`src/rtl/bcd_rtc_pkg.sv`:
```
package bcd_rtc_pkg;

    localparam logic [2:0] A_SEC   = 3'd0;
    localparam logic [2:0] A_MIN   = 3'd1;
    localparam logic [2:0] A_HOUR  = 3'd2;
    localparam logic [2:0] A_WDAY  = 3'd3;
    localparam logic [2:0] A_DATE  = 3'd4;
    localparam logic [2:0] A_MONTH = 3'd5;
    localparam logic [2:0] A_YEAR  = 3'd6;
    localparam logic [2:0] A_CTRL  = 3'd7;

    localparam logic [7:0] M_SEC   = 8'hFF;
    localparam logic [7:0] M_MIN   = 8'h7F;
    localparam logic [7:0] M_HOUR  = 8'h7F;
    localparam logic [7:0] M_WDAY  = 8'h07;
    localparam logic [7:0] M_DATE  = 8'h3F;
    localparam logic [7:0] M_MONTH = 8'h1F;
    localparam logic [7:0] M_YEAR  = 8'hFF;
    localparam logic [7:0] M_CTRL  = 8'h93;

    typedef struct packed {
        logic [7:0] sec;
        logic [7:0] min;
        logic [7:0] hour;
        logic [7:0] wday;
        logic [7:0] date;
        logic [7:0] month;
        logic [7:0] year;
        logic [7:0] ctrl;
    } rtc_regs_t;

    localparam rtc_regs_t RTC_RESET = '{
        sec: 8'h00, min: 8'h00, hour: 8'h00, wday: 8'h01,
        date: 8'h01, month: 8'h01, year: 8'h00, ctrl: 8'h00
    };

    // Two-digit BCD increment without range check.
    function automatic logic [7:0] bcd_inc(input logic [7:0] v);
        if (v[3:0] >= 4'd9)
            return {v[7:4] + 4'd1, 4'h0};
        else
            return v + 8'd1;
    endfunction

    // Increment that returns to 'first' after reaching 'last'.
    function automatic logic [7:0] bcd_wrap(input logic [7:0] v,
                                            input logic [7:0] last,
                                            input logic [7:0] first);
        return (v == last) ? first : bcd_inc(v);
    endfunction

    function automatic logic is_leap(input logic [7:0] yr);
        logic [6:0] bin;
        bin = 7'(yr[7:4]) * 7'd10 + 7'(yr[3:0]);
        return bin[1:0] == 2'b00;
    endfunction

    // Last day of a month, as a BCD byte.
    function automatic logic [7:0] last_day(input logic [7:0] mon,
                                            input logic [7:0] yr);
        case (mon)
            8'h02:                      return is_leap(yr) ? 8'h29 : 8'h28;
            8'h04, 8'h06, 8'h09, 8'h11: return 8'h30;
            default:                    return 8'h31;
        endcase
    endfunction

endpackage

```
`src/rtl/rtc_phase_div.sv`:
```
module rtc_phase_div #(
    parameter int SUBTICKS = 4
) (
    input  logic clk,
    input  logic rst,
    input  logic base_tick,
    input  logic halt,
    input  logic restart,
    output logic sec_step
);
    localparam int CW = (SUBTICKS > 1) ? $clog2(SUBTICKS) : 1;
    localparam logic [CW-1:0] LAST = CW'(SUBTICKS - 1);

    logic [CW-1:0] phase_q;
    logic          run;

    assign run      = base_tick && !halt;
    assign sec_step = run && (phase_q == LAST);

    always_ff @(posedge clk) begin
        if (rst || restart)
            phase_q <= '0;
        else if (run)
            phase_q <= (phase_q == LAST) ? '0 : phase_q + CW'(1);
    end
endmodule

```
`src/rtl/rtc_time_chain.sv`:
```
module rtc_time_chain (
    input  logic [7:0] sec,
    input  logic [7:0] min,
    input  logic [6:0] hour,
    input  logic       step,
    output logic [7:0] sec_n,
    output logic [7:0] min_n,
    output logic [7:0] hour_n,
    output logic       day_carry
);
    import bcd_rtc_pkg::*;

    logic       sec_carry, min_carry;
    logic [7:0] sec_inc, min_inc, h12_inc, h24_inc;
    logic [7:0] h12, h24;
    logic       pm, pm_n;

    assign sec_carry = step && (sec[6:0] == 7'h59);
    assign min_carry = sec_carry && (min == 8'h59);

    assign sec_inc = bcd_wrap({1'b0, sec[6:0]}, 8'h59, 8'h00);
    assign min_inc = bcd_wrap(min, 8'h59, 8'h00);
    assign sec_n   = step ? ({sec[7], 7'h00} | (sec_inc & 8'h7F)) : sec;
    assign min_n   = sec_carry ? min_inc : min;

    assign h12     = {3'b000, hour[4:0]};
    assign h24     = {2'b00, hour[5:0]};
    assign pm      = hour[5];
    assign h12_inc = bcd_wrap(h12, 8'h12, 8'h01);
    assign h24_inc = bcd_wrap(h24, 8'h23, 8'h00);
    assign pm_n    = (h12 == 8'h11) ? !pm : pm;

    always_comb begin
        hour_n    = {1'b0, hour};
        day_carry = 1'b0;
        if (min_carry) begin
            if (hour[6]) begin
                hour_n    = {2'b01, pm_n, 5'h00} | (h12_inc & 8'h1F);
                day_carry = (h12 == 8'h11) && pm;
            end else begin
                hour_n    = h24_inc & 8'h3F;
                day_carry = (h24 == 8'h23);
            end
        end
    end
endmodule

```
`src/rtl/rtc_date_chain.sv`:
```
module rtc_date_chain (
    input  logic [7:0] wday,
    input  logic [7:0] date,
    input  logic [7:0] month,
    input  logic [7:0] year,
    input  logic       day_carry,
    output logic [7:0] wday_n,
    output logic [7:0] date_n,
    output logic [7:0] month_n,
    output logic [7:0] year_n
);
    import bcd_rtc_pkg::*;

    logic date_end, mon_carry, year_carry;

    assign date_end   = (date == last_day(month, year));
    assign mon_carry  = day_carry && date_end;
    assign year_carry = mon_carry && (month == 8'h12);

    assign wday_n  = !day_carry ? wday : ((wday == 8'h07) ? 8'h01 : wday + 8'h01);
    assign date_n  = !day_carry ? date : (date_end ? 8'h01 : bcd_inc(date));
    assign month_n = mon_carry  ? bcd_wrap(month, 8'h12, 8'h01) : month;
    assign year_n  = year_carry ? bcd_wrap(year, 8'h99, 8'h00) : year;
endmodule

```
`src/rtl/bcd_rtc_core.sv`:
```
module bcd_rtc_core #(
    parameter int SUBTICKS = 4
) (
    input  logic       clk,
    input  logic       rst,
    input  logic       base_tick,
    input  logic       wr_en,
    input  logic [2:0] wr_addr,
    input  logic [7:0] wr_data,
    input  logic [2:0] rd_addr,
    output logic [7:0] rd_data
);
    import bcd_rtc_pkg::*;

    rtc_regs_t  regs_q, regs_d;
    logic       sec_step, day_carry, sec_wr;
    logic [7:0] t_sec, t_min, t_hour;
    logic [7:0] d_wday, d_date, d_month, d_year;

    assign sec_wr = wr_en && (wr_addr == A_SEC);

    rtc_phase_div #(.SUBTICKS(SUBTICKS)) i_phase (
        .clk      (clk),
        .rst      (rst),
        .base_tick(base_tick),
        .halt     (regs_q.sec[7]),
        .restart  (sec_wr),
        .sec_step (sec_step)
    );

    rtc_time_chain i_time (
        .sec      (regs_q.sec),
        .min      (regs_q.min),
        .hour     (regs_q.hour[6:0]),
        .step     (sec_step),
        .sec_n    (t_sec),
        .min_n    (t_min),
        .hour_n   (t_hour),
        .day_carry(day_carry)
    );

    rtc_date_chain i_date (
        .wday     (regs_q.wday),
        .date     (regs_q.date),
        .month    (regs_q.month),
        .year     (regs_q.year),
        .day_carry(day_carry),
        .wday_n   (d_wday),
        .date_n   (d_date),
        .month_n  (d_month),
        .year_n   (d_year)
    );

    always_comb begin
        regs_d       = regs_q;
        regs_d.sec   = t_sec;
        regs_d.min   = t_min;
        regs_d.hour  = t_hour;
        regs_d.wday  = d_wday;
        regs_d.date  = d_date;
        regs_d.month = d_month;
        regs_d.year  = d_year;
        if (wr_en) begin
            case (wr_addr)
                A_SEC:   regs_d.sec   = wr_data & M_SEC;
                A_MIN:   regs_d.min   = wr_data & M_MIN;
                A_HOUR:  regs_d.hour  = wr_data & M_HOUR;
                A_WDAY:  regs_d.wday  = wr_data & M_WDAY;
                A_DATE:  regs_d.date  = wr_data & M_DATE;
                A_MONTH: regs_d.month = wr_data & M_MONTH;
                A_YEAR:  regs_d.year  = wr_data & M_YEAR;
                default: regs_d.ctrl  = wr_data & M_CTRL;
            endcase
        end
    end

    always_ff @(posedge clk) begin
        if (rst)
            regs_q <= RTC_RESET;
        else
            regs_q <= regs_d;
    end

    always_comb begin
        case (rd_addr)
            A_SEC:   rd_data = regs_q.sec;
            A_MIN:   rd_data = regs_q.min;
            A_HOUR:  rd_data = regs_q.hour;
            A_WDAY:  rd_data = regs_q.wday;
            A_DATE:  rd_data = regs_q.date;
            A_MONTH: rd_data = regs_q.month;
            A_YEAR:  rd_data = regs_q.year;
            default: rd_data = regs_q.ctrl;
        endcase
    end
endmodule

```
`config.mk`:
```
export PLATFORM = sky130hd
export DESIGN_NAME = bcd_rtc_core
export DESIGN_NICKNAME = d
export VERILOG_FILES = /design/src/rtl/bcd_rtc_pkg.sv /design/src/rtl/rtc_phase_div.sv /design/src/rtl/rtc_time_chain.sv /design/src/rtl/rtc_date_chain.sv /design/src/rtl/bcd_rtc_core.sv
export SDC_FILE = /design/constraint.sdc
export NUM_CORES = 1
export LEC_CHECK = 0
export ABC_AREA = 1
export BUFFER_PORTS_ARGS = -buffer_cell sky130_fd_sc_hd__buf_2
export CAP_MARGIN = 30
export CORE_MARGIN = 10
export CORE_UTILIZATION = 60
export CTS_CLUSTER_SIZE = 12
export DETAILED_ROUTE_END_ITERATION = 8
export PLACE_DENSITY = 0.8
export SYNTH_ARGS = -nofsm -noshare
export SYNTH_HDL_FRONTEND = slang
export SYNTH_SLANG_ARGS = --single-unit
export TNS_END_PERCENT = 1
```
`constraint.sdc`:
```
create_clock -name clk -period 2.8 [get_ports clk]
set_clock_uncertainty 0.15 [all_clocks]
set_input_delay 0.14 -clock clk [delete_from_list [all_inputs] [get_ports clk]]
set_output_delay 0.14 -clock clk [all_outputs]
set_load 0.05 [all_outputs]
```
After elaboration in Yosys (flattened, before gate mapping)
Index checks and enable logic that the tools add are counted. Widths: inputs -> output; s select.

Memories kept: 0. Bits in latches: 0. Logic and storage cells: 119. Flip-flop bits (word level): 62. Output and inout port bits: 8. Memory bits (writable): 0. Memory bits (read-only): 0. Bits of input ports: 18.

$lt $le $gt $ge: 6. Bitwise operators: 3. Add/subtract/negate cells: 17. Eq/ne operators: 27. Divide/modulo/power cells: 0. Shift-type cells: 0. Mux-type cells: 39. Reduce and logical (&&, ||, !) cells: 17. Multiply operators: 1.

Operators with widths (count): $mux 8 (25); $mux 64 (1); $pmux 8 s7 (1); $add 8x1->8 const B (5); $eq 8x3->1 const B (3); $ge 4x4->1 const B (6); $eq 3x3->1 const B (6); $add 4x1->4 const B (4); $eq 8x5->1 const B (2); $pmux 8 s2 (1); $mux 7 (2); $eq 3x2->1 const B (4); $mux 6 (2); $eq 5x5->1 const B (2); $mux 5 (2); $eq 8x2->1 const B (1); $eq 8x4->1 const B (1); $eq 8x7->1 const B (1); $eq 8x8->1 (1); $eq 8x8->1 const B (1); $logic_and 1x1->1 (8); $or 8x7->8 (1); $add 7x1->7 const B (1); $eq 7x7->1 const B (1); 21 further kinds (28).

Logic depth before layout (Yosys ltp)
Gate-level depths: netlist of the first run.

Depth after elaboration: 11. Mapped depth: 17. Depth with buffers taken out: 17.

Cells and area by module
Synthesis of the first run repeated with hierarchy kept, for this count alone.

Cell total of the unflattened synthesis: 822. Area total of the unflattened synthesis: 5175.0 um^2.

By module, submodules not included: bcd_rtc_core (area each 2633.8 um^2, instances 1, cells each 360, seq. area each 1201.2 um^2); rtc_date_chain (area each 1413.9 um^2, instances 1, cells each 260, seq. area each 0.0 um^2); rtc_time_chain (area each 999.7 um^2, instances 1, cells each 183, seq. area each 0.0 um^2); rtc_phase_div (area each 127.6 um^2, instances 1, cells each 19, seq. area each 40.0 um^2).

Worst setup path before layout of the first run
OpenSTA, ideal clock, no wires.

Kind: flip-flop to flip-flop. Start point: reg regs_q[41] (netlist bit). End point: reg regs_q[10] (netlist bit). Buffers on the path: 1. Stages on the path, launching flop included: 15. Arrival time: 1744 ps. Data required time: 2541 ps. Slack: 797 ps. Period minus slack after synthesis: 2003 ps. Setup time: 109 ps. Cell sequence: dfxtp_1 -> inv_1 -> ha_1 -> inv_1 -> nor3_1 -> ha_1 -> nor2_1 -> nor2_1 -> nand2_2 -> clkinv_2 -> buf_6 -> nand4_1 -> nand3_1 -> nand2_1 -> inv_1.

Word-level cells in the longest chain between the ends: 9. Elaborated cells between the ends (all ways): 10. Those cells by class: 2 x eq/ne; 5 x mux; 3 x reduce/logical.

RTL lines: start: declaration (line bcd_rtc_core.sv:15) `rtc_regs_t regs_q, regs_d;`; start signal: assignment (line bcd_rtc_core.sv:81) `regs_q <= regs_d;`; $eq 5x5->1 (line rtc_time_chain.sv:39) `day_carry = (h12 == 8'h11) && pm;`; $logic_and 1x1->1 (line rtc_time_chain.sv:39); $mux 1 * (line rtc_time_chain.sv:37) `if (hour[6]) begin`; $mux 1 * (line rtc_time_chain.sv:36) `if (min_carry) begin`; $logic_and 1x1->1 * (line rtc_date_chain.sv:17) `assign mon_carry = day_carry && date_end;`; $logic_and 1x1->1 * (line rtc_date_chain.sv:18) `assign year_carry = mon_carry && (month == 8'h12);`; $mux 8 * (line rtc_date_chain.sv:23) `assign year_n = year_carry ? bcd_wrap(year, 8'h99, 8'h00) : year;`; $mux 8 (line bcd_rtc_core.sv:64) `case (wr_addr)`; $mux 64 * (line bcd_rtc_core.sv:63) `if (wr_en) begin`.

Mark *: on every way between the ends. The rest lies on a longest branch, timed or not. A chain may end at the register's enable or synchronous reset.

Worst setup path in the final report of the first run
Start point: reg regs_q[20] (netlist bit). End point: reg regs_q[13] (netlist bit).

Word-level cells in the longest chain between the ends: 9. Elaborated cells between the ends (all ways): 14. Those cells by class: 7 x eq/ne; 4 x mux; 3 x reduce/logical.

RTL lines: $eq 8x3->1, or another cell as far along (line bcd_rtc_pkg.sv:61) `case (mon)`; $reduce_or 4->1 (line bcd_rtc_pkg.sv:61); $pmux 8 s2 (line bcd_rtc_pkg.sv:61); $eq 8x8->1 (line rtc_date_chain.sv:16) `assign date_end = (date == last_day(month, year));`; $logic_and 1x1->1 (line rtc_date_chain.sv:17); $logic_and 1x1->1 * (line rtc_date_chain.sv:18); $mux 8 * (line rtc_date_chain.sv:23); $mux 8 (line bcd_rtc_core.sv:64); $mux 64 * (line bcd_rtc_core.sv:63).

Marked as above.

==> metrics.md, run 1 <==
| Metric | Value |
|---|---|
| Register area share after synthesis | 25.60% |
| Clk pin slew, worst setup/hold paths | 80 ps |
| Post-layout min period | 2434 ps |
| Die width | 109.2 um |
| CTS Buf Count | 9 |
| Routability Congestion | 1.074 |
| Final Slew Violations | 0 |
| Crit path capture type | flop |
| Fin. Hold Viols | 0 |
| Overall Global Routing Usage | 23.52% |
| First-pass GRT wire length | 22340 um |
| Area growth syn-to-layout | 9.258% |
| Number of global-route vias before repair | 4608 |
| CTS HTree Levels | 3 |
| Clk root buf | clkbuf_8 |
| Status | finished clean |
| Buf/Inv on CP | 3 |
| Ys flop type | dfxtp_1 |
| DR pass1 iterations | 5 |
| Unique cell type count in the Yosys netlist | 49 |
| Slew headroom | 46.90% |
| Maximum clock rate | 410.8 MHz |
| Crit path DAT | 2530 ps |
| Reg2reg end | regs_q[13] |
| Post-synth ARST share | 0% |
| Initial antenna violation count | 0 |
| Postcts setup bufs | 0 |
| Post-route setup TNS | 0 ps |
| Synth warn | 0 |
| IO Pins | 26 |
| DIE AREA | 11920 um2 |
| Tcrit/Tclk final | 86.93% |
| VDD IR-drop max | 0.2906 mV |
| Post-Syn Nets | 753 |
| Num rows | 32 |
| Die H | 109.2 um |
| Non-filler cells, final | 843 |
| HP Class | input pin to flop |
| Largest delay share family, worst path | simple AND/OR/NAND/NOR gates |
| Vias/cell | 5.855 |
| Final core occ | 67.45% |
| Worst reg2reg path depth | 14 |
| WP data required | 2900 ps |
| Worst Hold Launch | base_tick |
| Post-Route WL | 13840 um |
| Core ar. | 7727 um2 |
| Number of remaining DRC errors | 0 |
| Largest net degree at the start of global routing | 23 |
| Dpl hpwl | 10540 um |
| Hold endpoint | i_phase.phase_q[0] |
| Vias | 4936 |
| CP Launch Type | flop |
| Syn Inst Count | 701 |
| WL/cell | 16.42 um |
| Final ANT Viol Nets | 0 |
| Unrepaired setup endpoints after global routing | false |
| Ant diodes | 0 |
| Final setup vio count | 0 |
| Hold Crit Depth | 5 |
| CP peak stage delay | 480 ps |
| CTS tree | yes |
| Starting Density | 61.74% |
| Layout cell share with drive strength beyond 1 | 12.42% |
| Crit-path max FO | 15 |
| Hold slack final | 30.66 ps |
| Worst-Margin Slew | 790.4 ps |
| Worst r2r src | regs_q[20] |
| CP Cell Sequence | inv_1 > ha_1 > nand3_4 > inv_2 > nand2_2 > nand3_1 > nand2_1 > nand3_4 > nor2_8 > nand3_4 > nand2_1 > nand3_1 > nand2_1 > inv_1 |
| Worst skew pair latency | 340 ps |
| Number of clock sinks | 61 |
| Max cap viols | 0 |
| Dpl cells | 820 |
| 1st-iter DRT viols | 402 |
| Register-to-register setup slack | 370 ps |
| Syn Std Cell Area | 4771 um2 |
| CP max-delay cell | dfxtp_1 |
| Leakage | 2.435 nW |
| Port Buffer Count | 25 |
| Seq cells post-synth | 61 |
| EDFF count, synth | 0 |
| Nets | 789 |
| Max Buffers Root-to-Sink | 2 |
| Syn Area/Cell | 6.806 um2 |
| Crit Path Class | flop to flop |
| PwrDens | 380.5 nW/um2 |
| Grt ovf | 0 |
| Fill cells | 684 |
worst max path at each step:
stage / start / cells past startpoint / to / slack [ps]
floorplan: regs_q[41] / 14 / regs_q[10] / 800
global placement: regs_q[20] / 14 / regs_q[15] / 470
global route: regs_q[20] / 14 / regs_q[14] / 120
finish: regs_q[20] / 14 / regs_q[13] / 370
detailed placement: regs_q[20] / 14 / regs_q[8] / 400
CTS: regs_q[20] / 14 / regs_q[8] / 370
per-stage QoR:
step	power (W)	setup WS (ps)	cell area [um2]
finish	0.001983	365.9	5213
detailed placement	0.001281	399.0	4966
CTS	0.001978	368.9	5213
global route	0.002055	122.4	5213
floorplan	0.001185	797.1	4771
global placement	0.001274	468.8	4966
state kept, by name, summed over array words and instances (netlist names):
name,cells
i_phase.phase_q,2
regs_q,59
Yosys cell counts (3+ instances only):
master | count | area share [%]
nand2_1 | 121 | 9.5
inv_1 | 117 | 9.2
dfxtp_1 | 61 | 26
nor2_1 | 57 | 4.5
nand3_1 | 53 | 5.6
a21oi_1 | 37 | 3.9
ha_1 | 34 | 8.9
o21ai_0 | 29 | 3.0
nand4_1 | 26 | 3.4
o22ai_1 | 23 | 3.0
a31oi_1 | 14 | 1.8
xor2_1 | 14 | 2.6
inv_2 | 12 | 0.94
nor3_1 | 11 | 1.2
a22oi_1 | 9 | 1.4
nand2_2 | 8 | 1.0
a221oi_1 | 7 | 1.3
o21ai_1 | 5 | 0.52
clkbuf_1 | 4 | 0.31
nand3_4 | 4 | 1.5
nor2_2 | 4 | 0.52
nor2_8 | 4 | 1.7
a211oi_1 | 3 | 0.47
nand2_4 | 3 | 0.71
nand3_2 | 3 | 0.63
nor3_2 | 3 | 0.63
o221ai_1 | 3 | 0.55
or2_2 | 3 | 0.39
xnor2_1 | 3 | 0.55
final cells by class:
type / count / area [um2] / share of cell area [%]
clock inverters: 4 / 25.02 / 0.4801
repair buffers: 35 / 220.2 / 4.225
flip-flops and latches: 61 / 1221 / 23.43
multi-input cells: 498 / 2975 / 57.08
inverters: 132 / 501.7 / 9.626
clock buffers: 11 / 141.4 / 2.712
well taps: 102 / 127.6 / 2.448
metal layers:
metal  track usage (%)  share of wire, %  vias to the layer above
met3             5.546               8.5                       46
met5                 0                 0                        -
met1             27.53                40                     2232
met2             40.27                49                      227
li1                  -                 -                     2431
met4             9.944               3.3                        0
worst register-to-register path: stages, from the launching register on:
cell	delay (ps)
dfxtp_1	480
inv_1	170
ha_1	260
nand3_4	120
inv_2	50
nand2_2	80
nand3_1	70
nand2_1	110
nand3_4	110
nor2_8	270
nand3_4	180
nand2_1	100
nand3_1	70
nand2_1	80
inv_1	30
report_power, final:
group          leakage [nW]  internal (W)  switching [W]
Clock                0.0812      0.000338       0.000366
Combinational          1.86      0.000109       0.000227
Sequential            0.496      0.000901      0.0000427
Total                  2.44       0.00135       0.000636
cell usage in the layout (no fill, tap or decap), types with 3 or more instances in the layout:
master,Yosys,routed
nand2_1,121,121
a31oi_1,14,14
nor3_1,11,11
o22ai_1,23,23
dfxtp_1,61,61
inv_1,117,117
nor2_2,4,4
nand2_2,8,8
a211oi_1,3,3
nand3_1,53,53
ha_1,34,34
or2_2,3,3
inv_2,12,12
nand3_2,3,3
o221ai_1,3,3
nor3_2,3,3
a22oi_1,9,9
xnor2_1,3,3
nand4_1,26,26
a221oi_1,7,7
nor2_8,4,4
buf_2,1,25
clkinv_2,1,3
o21ai_1,5,5
xor2_1,14,14
nor2_1,57,57
dlygate4sd3_1,0,8
nand3_4,4,4
clkbuf_8,0,10
o21ai_0,29,29
a21oi_1,37,37
nand2_4,3,3
cell families after synthesis:
| logic type | count (synthesis) | synth area share [%] |
|---|---|---|
| and+or+nand+nor | 309 | 32.94 |
| buffers and inverters | 142 | 12.04 |
| AOI/OAI and AO/OA | 138 | 17.39 |
| DFF | 61 | 25.60 |
| adders and majority gates | 34 | 8.917 |
| xor gates and xnor gates | 17 | 3.121 |
timing repair:
| item | in CTS | in global routing |
|---|---|---|
| hold buffers | 8 | 0 |
| resized for setup | 0 | 0 |
| endpoints found under the hold margin | 12 | 0 |
(Power assumes the default switching activity.)
==> inputs of run 2 (changes only) <==
--- a/config.mk
+++ b/config.mk
@@ -5,14 +5,13 @@
 export SDC_FILE = /design/constraint.sdc
 export NUM_CORES = 1
 export LEC_CHECK = 0
-export ABC_AREA = 1
 export BUFFER_PORTS_ARGS = -buffer_cell sky130_fd_sc_hd__buf_2
 export CAP_MARGIN = 30
 export CORE_MARGIN = 10
 export CORE_UTILIZATION = 60
 export CTS_CLUSTER_SIZE = 12
 export DETAILED_ROUTE_END_ITERATION = 8
-export PLACE_DENSITY = 0.8
+export PLACE_DENSITY = 0.81
 export SYNTH_ARGS = -nofsm -noshare
 export SYNTH_HDL_FRONTEND = slang
 export SYNTH_SLANG_ARGS = --single-unit
==> metrics.md, run 2 <==
| Metric | Value |
|---|---|
| Status | finished clean (unchanged) |
| Worst skew pair latency | 350 ps (was 340 ps) |
| Most common cell in the netlist | nor2_1 (was nand2_1) |
| CTS Buf Count | 9 (unchanged) |
| Number of remaining DRC errors | 0 (unchanged) |
| Worst-Margin Slew | 771.7 ps (was 790.4 ps) |
| Total power | 0.002198 W (was 0.001983 W) |
| Dpl ws | -115.0 ps (was 399.0 ps) |
| Max cap viols | 0 (unchanged) |
| Unrepaired setup endpoints after global routing | false (unchanged) |
| Crit path capture type | flop (unchanged) |
| Synth warn | 0 (unchanged) |
| Ys flop type | dfxtp_1 (unchanged) |
| Final core occ | 70.40% (was 67.45%) |
| Yosys top cell by area | dfxtp_1 (unchanged) |
| Routability Congestion | 0.9546 (was 1.074) |
| Maximum clock rate | 377.1 MHz (was 410.8 MHz) |
| Post-route setup TNS | 0 ps (unchanged) |
| CP Launch Type | flop (unchanged) |
| Num rows | 31 (was 32) |
| Number of clock sinks | 61 (unchanged) |
| Ant diodes | 0 (unchanged) |
| DR pass1 iterations | 5 (unchanged) |
| Syn Std Cell Area | 4484 um2 (was 4771 um2) |
| 1st-iter DRT viols | 433 (was 402) |
| Seq cells post-synth | 61 (unchanged) |
| First-pass GRT wire length | 22460 um (was 22340 um) |
| Post-synth ARST share | 0% (unchanged) |
| Post-Route WL | 14000 um (was 13840 um) |
| Synth area leaders | dfxtp_1 (27%), ha_1 (9.5%), nor2_1 (7.0%) (was dfxtp_1 (26%), nand2_1 (9.5%), inv_1 (9.2%)) |
| Overall Global Routing Usage | 24.49% (was 23.52%) |
| WL/cell | 19.72 um (was 16.42 um) |
| Largest net degree at the start of global routing | 30 (was 23) |
| PwrDens | 430.4 nW/um2 (was 380.5 nW/um2) |
| Reg area | 1222 um2 (was 1221 um2) |
| Crit path DAT | 2770 ps (was 2530 ps) |
| Final Slew Violations | 0 (unchanged) |
| IO Pins | 26 (unchanged) |
| Vias/cell | 6.537 (was 5.855) |
| DIE AREA | 11330 um2 (was 11920 um2) |
| Largest regs | regs_q (59), i_phase.phase_q (2) (unchanged) |
| Commonest cells in the netlist | nor2_1 (84), dfxtp_1 (61), nand2_1 (48) (was nand2_1 (121), inv_1 (117), dfxtp_1 (61)) |
| Syn Area/Cell | 7.840 um2 (was 6.806 um2) |
| Post-layout min period | 2652 ps (was 2434 ps) |
| Fin. Hold Viols | 0 (unchanged) |
| Clk root buf | clkbuf_8 (unchanged) |
| Vias | 4641 (was 4936) |
| Synth top area share | 27.23% (was 25.60%) |
| Nets | 658 (was 789) |
| Commonest cells after routing, fill and taps aside | nor2_1 (84), dfxtp_1 (60), nand2_1 (48), a21oi_1 (34), ha_1 (32) (was nand2_1 (121), inv_1 (117), dfxtp_1 (61), nor2_1 (57), nand3_1 (53)) |
| WP data required | 2920 ps (was 2900 ps) |
| Syn Inst Count | 572 (was 701) |
| Initial antenna violation count | 0 (unchanged) |
| Max Buffers Root-to-Sink | 2 (unchanged) |
| HP Class | input pin to flop (unchanged) |
| Die width | 106.5 um (was 109.2 um) |
| Crit Path Class | flop to flop (unchanged) |
| Layout cell share with drive strength beyond 1 | 14.73% (was 12.42%) |
| Met3 Usage GRT | 6.461% (was 5.546%) |
| Post-Syn Nets | 624 (was 753) |
| Largest register by flop count | regs_q (unchanged) |
| Final ANT Viol Nets | 0 (unchanged) |
| Area growth syn-to-layout | 13.87% (was 9.258%) |
| Busiest grt layer | met2 (unchanged) |
| CTS HTree Levels | 3 (unchanged) |
| Max reg flops | 59 (unchanged) |
| Crit-path max FO | 9 (was 15) |
| Slew headroom | 48.37% (was 46.90%) |
| Port Buffer Count | 25 (unchanged) |
| Grt ovf | 0 (unchanged) |
| Die H | 106.5 um (was 109.2 um) |
| Unique cell type count in the Yosys netlist | 67 (was 49) |
| Setup ws final | 148.2 ps (was 365.9 ps) |
| Final setup vio count | 0 (unchanged) |
| Multi-input logic area | 3077 um2 (was 2975 um2) |
| Fill cells | 605 (was 684) |
| Starting Density | 61.83% (was 61.74%) |
| EDFF count, synth | 0 (unchanged) |
| CTS tree | yes (unchanged) |
| Clk pin slew, worst setup/hold paths | 70 ps (was 80 ps) |
| VDD IR-drop max | 0.2741 mV (was 0.2906 mV) |
| Tcrit/Tclk final | 94.71% (was 86.93%) |
| Register area share after synthesis | 27.23% (was 25.60%) |
| GR Layer Usage met2 | 38.78% (was 40.27%) |
| Global routing met1 resource utilization | 29.96% (was 27.53%) |
| Core ar. | 7253 um2 (was 7727 um2) |
| Most common cell after layout, fill and taps aside | nor2_1 (was nand2_1) |
| Dpl hpwl | 10190 um (was 10540 um) |
| Number of global-route vias before repair | 4408 (was 4608) |
| Leakage | 1.997 nW (was 2.435 nW) |
-- run 2: cell types whose count changed in the layout (fill, tap and decap cells not counted), sizes merged, moves of 8 or more --
cell    change
nand4      -13
a31oi      -10
buf        +21
nor2       +17
nor3        +8
mux2i      +16
o22ai      -22
nand2      -84
nor2b       +9
a311oi     +15
o21ai      -11
inv       -102
nand3      -37
nand2b      +9
-- run 2: worst paths after layout --
path	from	endpoint	slack [ps]	cells past startpoint
setup / recovery	regs_q[16]	regs_q[14]	150	8
hold reg to reg	regs_q[1]	regs_q[1]	370	2
setup reg to reg	regs_q[16]	regs_q[14]	150	8
hold / removal	wr_data[2]	regs_q[26]	20	3
-- run 2: per-stage QoR --
step / cell area [um2] / std cells / hold slack [ps]
2_1_floorplan: 4484 / 572 / 126.0
3_3_place_gp: 4776 / 689 / 271.1
3_5_place_dp: 4776 / 689 / 282.4
4_1_cts: 5069 / 709 / 3.552
5_1_grt: 5106 / 710 / 9.029
6_report: 5106 / 710 / 19.93
-- run 2: cell families (layout without fill, tap and decap cells) --
logic type / after synthesis / in the layout / synth area share, %
multiplexers: 23 / 23 / 6.334
XOR/XNOR: 18 / 18 / 3.934
AND/OR/NAND/NOR: 246 / 246 / 27.46
AO/OA/AOI/OAI: 134 / 134 / 20.56
flip-flops: 61 / 61 / 27.23
adder cells (fa/ha/maj): 34 / 34 / 9.487
buffers and inverters: 56 / 95 / 4.994
-- run 2: area by class of cell --
| cell class | instances | area share, % |
|---|---|---|
| clock inverters | 3 | 1.274 |
| inverters | 27 | 1.985 |
| well taps | 99 | 2.426 |
| clock buffers | 13 | 3.504 |
| multi-input cells | 455 | 60.25 |
| repair buffers | 52 | 6.616 |
| flip-flops and latches | 61 | 23.94 |
-- run 2: metal layers --
layer / part of all wire [%] / wire, um
met3: 9.4 / 1312
met2: 45 / 6300
met5: 0 / 0
met4: 4.9 / 686
met1: 41 / 5700
-- run 2: power by group --
part / switching (W) / internal (W)
Clock: 0.000370 / 0.000597
Combinational: 0.000192 / 0.000111
Sequential: 0.0000354 / 0.000891
-- run 2: critical path, cell delays in order, from the launching register on --
cell      delay (ps)
dfxtp_1          470
ha_4             210
inv_1             50
o32ai_2          320
nand4_4          190
xnor2_4          270
nand3_4          140
or4_1            500
a311oi_2         270
-- run 2: repair_timing --
action	in CTS	in global routing
endpoints found under the hold margin	11	0
setup buffers	0	1
gates cloned	0	0
pin swaps	0	3
endpoints found under the setup margin	4	7
hold buffers	4	0
resized for setup	2	10
==> inputs of run 3 (changes only) <==
--- a/config.mk
+++ b/config.mk
@@ -11,6 +11,7 @@
 export CORE_UTILIZATION = 60
 export CTS_CLUSTER_SIZE = 12
 export DETAILED_ROUTE_END_ITERATION = 8
+export MAX_ROUTING_LAYER = met4
 export PLACE_DENSITY = 0.81
 export SYNTH_ARGS = -nofsm -noshare
 export SYNTH_HDL_FRONTEND = slang
==> constraint.sdc (replaced) <==
create_clock -name clk -period 2.8 [get_ports clk]
set_clock_uncertainty 0.15 [all_clocks]
set_input_delay 0.42 -clock clk [delete_from_list [all_inputs] [get_ports clk]]
set_output_delay 0.42 -clock clk [all_outputs]
set_load 0.05 [all_outputs]
==> metrics.md, run 3 (synthesized netlist as in run 2, its figures left out) <==
| Metric | Value |
|---|---|
| Status | finished clean (unchanged) |
| Final ANT Viol Nets | 0 (unchanged) |
| Part of the power in combinational logic | 15.1% (was 13.8%) |
| Die H | 106.5 um (unchanged) |
| Net switching power | 0.0005769 W (was 0.0005983 W) |
| HP Class | input pin to flop (unchanged) |
| Crit path capture type | flop (unchanged) |
| Initial antenna violation count | 0 (unchanged) |
| Dpl hpwl | 10360 um (was 10190 um) |
| Post-route cell area | 5095 um2 (was 5106 um2) |
| CP Launch Type | flop (unchanged) |
| Crit path DAT | 2800 ps (was 2770 ps) |
| Final Slew Violations | 0 (unchanged) |
| Met3 Usage GRT | 4.891% (was 6.461%) |
| Number of global-route vias before repair | 4236 (was 4408) |
| Grt ovf | 0 (unchanged) |
| Largest regs | regs_q (59), i_phase.phase_q (2) (unchanged) |
| Nets | 666 (was 658) |
| DIE AREA | 11330 um2 (unchanged) |
| Most common cell after layout, fill and taps aside | nor2_1 (unchanged) |
| Pint | 0.001460 W (was 0.001599 W) |
| Slew headroom | 48.13% (was 48.37%) |
| Leakage | 2.014 nW (was 1.997 nW) |
| 1st-iter DRT viols | 573 (was 433) |
| Vias/cell | 6.543 (was 6.537) |
| Largest register by flop count | regs_q (unchanged) |
| CTS HTree Levels | 3 (unchanged) |
| Overall Global Routing Usage | 25.38% (was 24.49%) |
| Ant diodes | 0 (unchanged) |
| Worst-Margin Slew | 778.0 ps (was 771.7 ps) |
| Starting Density | 61.83% (unchanged) |
| CTS Buf Count | 9 (unchanged) |
| Number of remaining DRC errors | 0 (unchanged) |
| Worst skew pair latency | 350 ps (about the same) |
| Clk root buf | clkbuf_8 (unchanged) |
| Area growth syn-to-layout | 13.62% (was 13.87%) |
| WL/cell | 20.12 um (was 19.72 um) |
| Largest net degree at the start of global routing | 40 (was 30) |
| Max Buffers Root-to-Sink | 2 (unchanged) |
| Busiest grt layer | met2 (unchanged) |
| Post-Route WL | 14420 um (was 14000 um) |
| Fin. Hold Viols | 0 (unchanged) |
| Cts hold-fix bufs | 0 (was 4) |
| CTS tree | yes (unchanged) |
| Max reg flops | 59 (unchanged) |
| Vias | 4691 (was 4641) |
| Final setup vio count | 0 (unchanged) |
| Final core occ | 70.24% (was 70.40%) |
| Clock power share | 39.5% (was 44.0%) |
| Core ar. | 7253 um2 (unchanged) |
| Layout cell share with drive strength beyond 1 | 14.72% (was 14.73%) |
| Post-DP Area | 4843 um2 (was 4776 um2) |
| Number of clock sinks | 61 (unchanged) |
| Tcrit/Tclk final | 96.09% (was 94.71%) |
| Crit-path max FO | 8 (was 9) |
| DR pass1 iterations | 5 (unchanged) |
| Max cap viols | 0 (unchanged) |
| WP data required | 2910 ps (was 2920 ps) |
| Maximum clock rate | 371.7 MHz (was 377.1 MHz) |
| Commonest cells after routing, fill and taps aside | nor2_1 (84), dfxtp_1 (61), nand2_1 (48), buf_4 (35) (was nor2_1 (84), dfxtp_1 (60), nand2_1 (48), a21oi_1 (34), ha_1 (32)) |
| Switching share of power | 28.33% (was 27.22%) |
| Sequential power share | 45.4% (was 42.1%) |
| Num rows | 31 (unchanged) |
| VDD IR-drop max | 0.3602 mV (was 0.2741 mV) |
| Post-layout min period | 2690 ps (was 2652 ps) |
| PwrDens | 399.7 nW/um2 (was 430.4 nW/um2) |
| Port Buffer Count | 25 (unchanged) |
| IO Pins | 26 (unchanged) |
| Die width | 106.5 um (unchanged) |
| Clk pin slew, worst setup/hold paths | 70 ps (about the same) |
| GR Layer Usage met2 | 39.13% (was 38.78%) |
| Global routing met1 resource utilization | 32.49% (was 29.96%) |
| Routability Congestion | 1.043 (was 0.9546) |
| First-pass GRT wire length | 22600 um (was 22460 um) |
| Crit Path Class | flop to flop (unchanged) |
## run 3: path summary, 6_finish.rpt
check | to | from | depth (start not counted) | slack, ps
worst max register to register | regs_q[15] | regs_q[16] | 9 | 110
worst min-delay path | regs_q[63] | wr_data[7] | 3 | 210
worst max-delay path | regs_q[15] | regs_q[16] | 9 | 110
worst min register to register | regs_q[7] | regs_q[7] | 2 | 350
## run 3: per-stage QoR
step                      power (W)  hold slack, ps  instances  TNS [ps]  setup slack (ps)
final                      0.002037           207.7        717         0             109.6
after global placement     0.001228           329.7        698         0             129.6
after CTS                  0.002030           200.0        713         0             23.09
after global routing       0.002100           213.5        717    -53.54            -42.95
after floorplan            0.001133           307.8        572    -157.0            -83.56
after detailed placement   0.001235           341.1        698         0             62.37
## run 3: area by class of cell
type / instances / area (um2)
flip-flops and latches: 61 / 1221
repair buffers: 60 / 387.9
well taps: 99 / 123.9
clock inverters: 1 / 30.03
multi-input cells: 455 / 3068
inverters: 27 / 101.3
fillers: 622 / 2158
clock buffers: 14 / 162.7
## run 3: power by group through the flow
stage | Clock [W] | Combinational [W] | Sequential (W)
3_3_place_gp | 0 | 0.000286 | 0.000942
4_1_cts | 0.000813 | 0.000294 | 0.000923
3_5_place_dp | 0 | 0.000292 | 0.000943
2_1_floorplan | 0 | 0.000200 | 0.000933
6_report | 0.000804 | 0.000307 | 0.000925
5_1_grt | 0.000841 | 0.000331 | 0.000928
## run 3: per-layer routing
metal	part of all wire [%]	routed length, um	vias to the layer above
met5	0	0	-
met4	3.0	435	0
met3	9.7	1398	39
met2	46	6568	254
met1	42	6020	2228
li1	-	-	2170
## run 3: critical path, stage by stage, from the launching register on
cell and delay [ps]:
dfxtp_1 390, inv_1 120, ha_1 290, a21oi_1 310
o32ai_4 160, nand4_4 140, xnor2_4 150, nand3_4 130
or4b_1 490, a311oi_1 260
## run 3: what timing repair did
item	4_1_cts	5_1_grt
endpoints found under the setup margin	0	12
setup buffers	0	4
gates resized for setup	0	6
